<file path="src/rtl/chk_filter_pkg.sv">
package chk_filter_pkg;
   localparam logic [2:0] KIND_OTHER = 3'd0;
   localparam logic [2:0] KIND_LOAD  = 3'd1;
   localparam logic [2:0] KIND_STORE = 3'd2;
   localparam logic [2:0] KIND_FREE  = 3'd3;
   localparam logic [2:0] KIND_SYNC  = 3'd4;

   localparam int MODE_ALLOC = 0;
   localparam int MODE_RACE  = 1;

   typedef struct packed {
      logic ld;
      logic st;
   } seen_t;
endpackage

</file>
<file path="src/rtl/chk_filter_lookup.sv">
module chk_filter_lookup
   import chk_filter_pkg::*;
#(
   parameter int WAYS  = 4,
   parameter int TAG_W = 26
) (
   input  logic [WAYS-1:0]             row_vld,
   input  logic [WAYS-1:0][TAG_W-1:0]  row_tag,
   input  seen_t [WAYS-1:0]            row_seen,
   input  logic [TAG_W-1:0]            req_tag,
   output logic                        hit,
   output logic [$clog2(WAYS)-1:0]     hit_way,
   output seen_t                       hit_seen,
   output logic                        has_free,
   output logic [$clog2(WAYS)-1:0]     free_way
);
   localparam int WAY_W = $clog2(WAYS);

   logic [WAYS-1:0] match;

   for (genvar w = 0; w < WAYS; w++) begin : g_cmp
      assign match[w] = row_vld[w] && (row_tag[w] == req_tag);
   end

   always_comb begin
      hit_way  = '0;
      free_way = '0;
      for (int w = WAYS - 1; w >= 0; w--) begin
         if (match[w])    hit_way  = WAY_W'(w);
         if (!row_vld[w]) free_way = WAY_W'(w);
      end
   end

   assign hit      = |match;
   assign has_free = ~&row_vld;
   assign hit_seen = row_seen[hit_way];
endmodule

</file>
<file path="src/rtl/chk_filter_plru.sv">
module chk_filter_plru #(
   parameter int SETS = 16,
   parameter int WAYS = 4
) (
   input  logic                      clk,
   input  logic                      rst_n,
   input  logic                      touch_en,
   input  logic [$clog2(SETS)-1:0]   set_idx,
   input  logic [$clog2(WAYS)-1:0]   touch_way,
   output logic [$clog2(WAYS)-1:0]   victim
);
   localparam int NODES = WAYS - 1;
   localparam int LVL   = $clog2(WAYS);
   localparam int WAY_W = $clog2(WAYS);

   logic [NODES-1:0] tree_q [SETS];
   logic [NODES-1:0] cur, nxt;

   assign cur = tree_q[set_idx];

   always_comb begin
      int node;
      node = 0;
      for (int l = 0; l < LVL; l++) begin
         node = 2 * node + 1 + int'(cur[node]);
      end
      victim = WAY_W'(node - NODES);
   end

   always_comb begin
      int node;
      nxt  = cur;
      node = 0;
      for (int l = 0; l < LVL; l++) begin
         nxt[node] = ~touch_way[LVL-1-l];
         node      = 2 * node + 1 + int'(touch_way[LVL-1-l]);
      end
   end

   always_ff @(posedge clk) begin
      if (!rst_n) begin
         for (int s = 0; s < SETS; s++) tree_q[s] <= '0;
      end else if (touch_en) begin
         tree_q[set_idx] <= nxt;
      end
   end
endmodule

</file>
<file path="src/rtl/chk_filter.sv">
module chk_filter
   import chk_filter_pkg::*;
#(
   parameter int ADDR_W    = 32,
   parameter int SETS      = 16,
   parameter int WAYS      = 4,
   parameter int GRAN_BITS = 2,
   parameter int MODE      = MODE_ALLOC
) (
   input  logic              clk,
   input  logic              rst_n,
   input  logic              ev_valid,
   input  logic [2:0]        ev_kind,
   input  logic [ADDR_W-1:0] ev_addr,
   output logic              out_valid,
   output logic [2:0]        out_kind,
   output logic [ADDR_W-1:0] out_addr
);
   localparam int SET_W = $clog2(SETS);
   localparam int WAY_W = $clog2(WAYS);
   localparam int TAG_W = ADDR_W - SET_W - GRAN_BITS;
   localparam logic [2:0] INV_CODE = (MODE == MODE_ALLOC) ? KIND_FREE : KIND_SYNC;

   if ((SETS & (SETS - 1)) != 0 || SETS < 1) begin : g_bad_sets
      $error("SETS must be a power of two");
   end
   if ((WAYS & (WAYS - 1)) != 0 || WAYS < 2) begin : g_bad_ways
      $error("WAYS must be a power of two of at least 2");
   end
   if (SETS * WAYS < 8 || SETS * WAYS > 256) begin : g_bad_size
      $error("filter size must lie in 8..256 entries");
   end
   if (MODE != MODE_ALLOC && MODE != MODE_RACE) begin : g_bad_mode
      $error("MODE must be 0 or 1");
   end
   if (TAG_W < 1) begin : g_bad_tag
      $error("address too narrow for the set index");
   end

   logic                 is_ld, is_st, is_chk, is_inv;
   logic [SET_W-1:0]     set_idx;
   logic [TAG_W-1:0]     req_tag;

   assign is_ld   = ev_valid && (ev_kind == KIND_LOAD);
   assign is_st   = ev_valid && (ev_kind == KIND_STORE);
   assign is_chk  = is_ld || is_st;
   assign is_inv  = ev_valid && (ev_kind == INV_CODE);
   assign set_idx = ev_addr[GRAN_BITS +: SET_W];
   assign req_tag = ev_addr[ADDR_W-1 -: TAG_W];

   logic [SETS-1:0][WAYS-1:0] vld_q;
   logic [TAG_W-1:0]          tag_q  [SETS][WAYS];
   seen_t                     seen_q [SETS][WAYS];

   logic [WAYS-1:0][TAG_W-1:0] row_tag;
   seen_t [WAYS-1:0]           row_seen;

   always_comb begin
      for (int w = 0; w < WAYS; w++) begin
         row_tag[w]  = tag_q[set_idx][w];
         row_seen[w] = seen_q[set_idx][w];
      end
   end

   logic             hit, has_free;
   logic [WAY_W-1:0] hit_way, free_way, victim, fill_way;
   seen_t            hit_seen, new_seen;
   logic             drop_hit;

   chk_filter_lookup #(.WAYS(WAYS), .TAG_W(TAG_W)) i_lookup (
      .row_vld  (vld_q[set_idx]),
      .row_tag  (row_tag),
      .row_seen (row_seen),
      .req_tag  (req_tag),
      .hit      (hit),
      .hit_way  (hit_way),
      .hit_seen (hit_seen),
      .has_free (has_free),
      .free_way (free_way)
   );

   chk_filter_plru #(.SETS(SETS), .WAYS(WAYS)) i_plru (
      .clk       (clk),
      .rst_n     (rst_n),
      .touch_en  (is_chk),
      .set_idx   (set_idx),
      .touch_way (fill_way),
      .victim    (victim)
   );

   if (MODE == MODE_ALLOC) begin : g_alloc
      assign drop_hit = hit && (hit_seen.ld || hit_seen.st);
   end else begin : g_race
      assign drop_hit = hit && (is_ld ? hit_seen.ld : hit_seen.st);
   end

   assign fill_way    = hit ? hit_way : (has_free ? free_way : victim);
   assign new_seen.ld = is_ld || (hit && hit_seen.ld);
   assign new_seen.st = is_st || (hit && hit_seen.st);

   always_ff @(posedge clk) begin
      if (!rst_n) begin
         vld_q <= '0;
      end else if (is_inv) begin
         vld_q <= '0;
      end else if (is_chk) begin
         vld_q[set_idx][fill_way] <= 1'b1;
      end
   end

   always_ff @(posedge clk) begin
      if (is_chk) begin
         tag_q[set_idx][fill_way]  <= req_tag;
         seen_q[set_idx][fill_way] <= new_seen;
      end
   end

   always_ff @(posedge clk) begin
      if (!rst_n) begin
         out_valid <= 1'b0;
         out_kind  <= KIND_OTHER;
         out_addr  <= '0;
      end else begin
         out_valid <= ev_valid && !(is_chk && drop_hit);
         out_kind  <= ev_kind;
         out_addr  <= ev_addr;
      end
   end
endmodule

</file>
<file path="config.mk">
export PLATFORM = sky130hd
export DESIGN_NAME = chk_filter
export DESIGN_NICKNAME = d
export VERILOG_FILES = /design/src/rtl/chk_filter_pkg.sv /design/src/rtl/chk_filter_lookup.sv /design/src/rtl/chk_filter_plru.sv /design/src/rtl/chk_filter.sv
export SDC_FILE = /design/constraint.sdc
export NUM_CORES = 2
export LEC_CHECK = 0
export BUFFER_PORTS_ARGS = -buffer_cell sky130_fd_sc_hd__buf_2
export CORE_UTILIZATION = 60
export CTS_CLUSTER_SIZE = 25
export DETAILED_ROUTE_END_ITERATION = 12
export PLACE_DENSITY = 0.79
export SLEW_MARGIN = 20
export SYNTH_ARGS = -nofsm -noshare
export SYNTH_HDL_FRONTEND = slang
export SYNTH_SLANG_ARGS = --single-unit
export TNS_END_PERCENT = 5
</file>
<file path="constraint.sdc">
create_clock -name clk -period 7.65 [get_ports clk]
set_input_delay 0 -clock clk [delete_from_list [all_inputs] [get_ports clk]]
set_output_delay 0 -clock clk [all_outputs]
set_load 0.05 [all_outputs]
</file>
==> reports/summary.txt <==
Post-DP Area: 0.0810 mm2
Min Clock Period, post-route: 5.94 ns
#FFs+latches synth: 1,940
Final nets: 4,377
cell accounting for the most synthesized area: edfxtp_1
post-synthesis cell area: 0.0781 mm2
mux contribution to synthesized area: 15.0%
CP required: 8.13 ns
via-per-instance ratio: 6.99
FILL cells: 7,906
drt wl/cell: 34.5 um
drt total wl: 215 mm
post-synth net total: 4,148
clk_skew: 0.0332 ns
final hold viol count: 0
vias in the first global route: 42,400
library cell with the highest instance count after synthesis: edfxtp_1
Max Cap Viol: 0
Clock Path Buffers: 3
main combinational cell family by area after synthesis: multiplexers
Buf+Inv Stages, Crit Path: 5
Overall Global Routing Usage: 32.8%
Resized Gates After CTS: 0
CP max-delay cell: and3_1
Hold Path Class: in -> reg
row count: 132
actual slew at the worst max-slew pin: 1.23 ns
I/O pin count: 74
die area: 0.132 mm2
DR iter-0 viols: 7,416
P_leak: 28.3 nW
Async S/R FF share, synth: 0%
Seq/Total Area, Yosys: 73.3%
Place WS: 1.34 ns
Area contributors post-synth: edfxtp_1 (71%), mux4_2 (9.9%), mux2i_1 (4.2%), dfxtp_1 (2.6%), xnor2_1 (1.1%)
# setup viols final: 0
Comb power frac: 6.4%
RR Startpoint: tag_q[2][31]
Remaining DRCs: 0
PwrDens: 250 mW/mm2
Die Y: 363 um
CTS Buf Count: 185
CTS Root Cell: clkbuf_16
layout overhead on the synthesized area: 11.5%
hold_sp: ev_addr[6]
Final Wtd Congestion: 0.919
initial antenna violation count: 8
die span in x: 363 um
unrepaired setup endpoints after global routing: no
status: completed
adder-cell share of the synthesized area: 0%
Reg power frac: 53.4%
CTS Sinks: 1,940
Sw Ratio: 21.9%
Initial Utilization: 60.4%
Design Area, Final: 0.0872 mm2
yosys warns: 0
critical path's top delay family: simple AND/OR/NAND/NOR gates
first-pass GRT wire length: 304 mm
Simple-Gate Fraction of Synth Area: 3.55%
post-synth top area share: 70.7%
Max Freq: 168 MHz
TNS Setup: 0 ns
CP Launch Type: input port
PnR worst setup slack: 1.71 ns
EDFF count, synth: 1,840
Switch Pwr: 4.79 mW
first drt pass iteration count: 9
Core Area: 0.129 mm2
cell-internal power: 17.0 mW
crit-path max FO: 40
Synth Area in Compound Gates: 4.55%
crit path from: ev_addr[25]
maximum vdd drop: 0.174 mV
Synth Area in XOR/XNOR: 1.27%
CP cell instances: dlygate4sd3_1 -> buf_2 -> inv_1 -> and2_1 -> a221o_1 -> nor4_1 -> a31oi_1 -> or4_4 -> nor3_4 -> a211oi_2 -> nor3_4 -> buf_4 -> and3_1 -> buf_4
Most used DFF post-synth: edfxtp_1
depth of the CTS H-tree: 4
Slew Viols, Final: 0
clk_lat worst skew: 0.83 ns
remaining antenna violation count: 0
Worst Path Arrival: 6.43 ns
PortBufs: 73
gr ovfl total: 0
post-synth cell types: 96
critical path's largest stage delay: 0.80 ns
pin count of the biggest net entering global routing: 87
clock slew at reported path FFs: 0.06 ns
worst setup path category: in -> reg
clock network power share: 40.2%
syn_area_per_cell: 19.0 um2
crit share post-route: 77.7%
share of cells above drive strength 1: 23.3%
Worst slew margin: 17.6%
Gate Count Post-Synth: 4,110
post-DP HPWL: 127 mm
DR vias: 43,500
total power: 21.8 mW
commonest cells in the netlist: edfxtp_1 (1,840), mux4_2 (342), mux2i_1 (324)
CTS tree: done
CP Capture Type: flop
## cells in the final DEF (no fill, tap or decap), types with 13 or more instances in the layout
| cell type | Yosys | layout |
|---|---|---|
| a211oi_1 | 44 | 44 |
| a21oi_1 | 30 | 29 |
| a221oi_1 | 20 | 20 |
| a22o_1 | 17 | 17 |
| a22oi_1 | 87 | 87 |
| a31oi_1 | 15 | 14 |
| and2_1 | 22 | 21 |
| and3_1 | 34 | 26 |
| buf_12 | 1 | 13 |
| buf_2 | 75 | 69 |
| buf_4 | 48 | 186 |
| clkbuf_1 | 79 | 28 |
| clkbuf_16 | 0 | 191 |
| clkinv_1 | 7 | 51 |
| clkinv_2 | 0 | 35 |
| dfxtp_1 | 100 | 100 |
| dlygate4sd3_1 | 0 | 42 |
| edfxtp_1 | 1840 | 1840 |
| mux2_2 | 69 | 69 |
| mux2i_1 | 324 | 324 |
| mux4_2 | 342 | 342 |
| nand2_1 | 204 | 204 |
| nand3_1 | 48 | 47 |
| nor2_1 | 93 | 90 |
| nor2b_1 | 20 | 14 |
| nor3_1 | 46 | 24 |
| nor3_2 | 1 | 22 |
| nor4_1 | 28 | 13 |
| nor4_2 | 3 | 15 |
| o21ai_0 | 33 | 33 |
| o22ai_1 | 41 | 41 |
| o31ai_1 | 65 | 65 |
| xnor2_1 | 97 | 97 |
| xor2_1 | 16 | 16 |
## through the flow
step                utilization (%)  std cells  hold WS, ns
floorplan                         -       4110       0.0989
finish                         67.4       6222        0.160
global placement               62.6       5852        0.210
global route                   67.4       6219        0.156
detailed placement             62.6       5852        0.211
CTS                            67.4       6219        0.104
## path summary, 6_finish.rpt
path,slack [ns],cells after the start,endpoint
worst min register to register,0.45,2,vld_q[56]
worst max register to register,2.01,12,tag_q[2][45]
worst min-delay path,0.16,2,tag_q[5][26]
worst max-delay path,1.71,14,tag_q[12][0]
## repair_timing
item | 4_1_cts | 5_1_grt
buffers inserted | 0 | 0
hold endpoints to repair | 901 | 0
hold buffers | 42 | 0
## worst register-to-register path: stages (launching register included)
cell       delay, ns
edfxtp_1        0.44
mux4_2          0.51
mux2i_1         0.19
xnor2_1         0.09
a2111oi_0       0.68
nand4_1         0.19
a2111o_1        0.52
or4b_4          0.65
nand3b_1        0.21
nand2_1         0.62
buf_4           0.42
nor4_2          0.27
buf_4           0.47
## flip-flops by register name, summed over array words and instances, names as in the netlist
name	cells
i_plru.tree_q	48
out_addr	32
out_kind	3
out_valid	1
seen_q	128
tag_q	1664
vld_q	64
## cell families after synthesis
family / count (synthesis)
XOR/XNOR: 113
buffers and inverters: 297
multiplexers: 736
AO/OA/AOI/OAI: 465
flip-flops: 1940
AND/OR/NAND/NOR: 559
## final cells by class
class | count | area [um2] | share of cell area (%)
Timing Repair Buffer | 313 | 2470 | 2.83
Clock inverter | 106 | 855 | 0.980
Sequential cell | 1940 | 57300 | 65.7
Inverter | 26 | 101 | 0.116
Tap cell | 1742 | 2180 | 2.50
Multi-Input combinational cell | 1873 | 19400 | 22.3
Antenna cell | 3 | 7.51 | 0.00861
Clock buffer | 219 | 4880 | 5.60
## power groups by stage
| stage | clock network, mW | logic, mW | registers, mW |
|---|---|---|---|
| finish | 8.77 | 1.40 | 11.7 |
| floorplan | 0 | 0.744 | 11.9 |
| detailed placement | 0 | 1.34 | 11.9 |
| global placement | 0 | 1.32 | 11.9 |
| global route | 9.20 | 1.43 | 11.7 |
| CTS | 8.79 | 1.36 | 11.7 |
## layer usage
metal / vias to the layer above / track usage, % / wire (um)
met2: 3441 / 49.6 / 98800
met5: - / 0 / 48
li1: 17300 / - / -
met1: 22100 / 43.1 / 74000
met4: 6 / 19.8 / 14400
met3: 695 / 8.51 / 27700
Power figures use the tool's default switching activity.
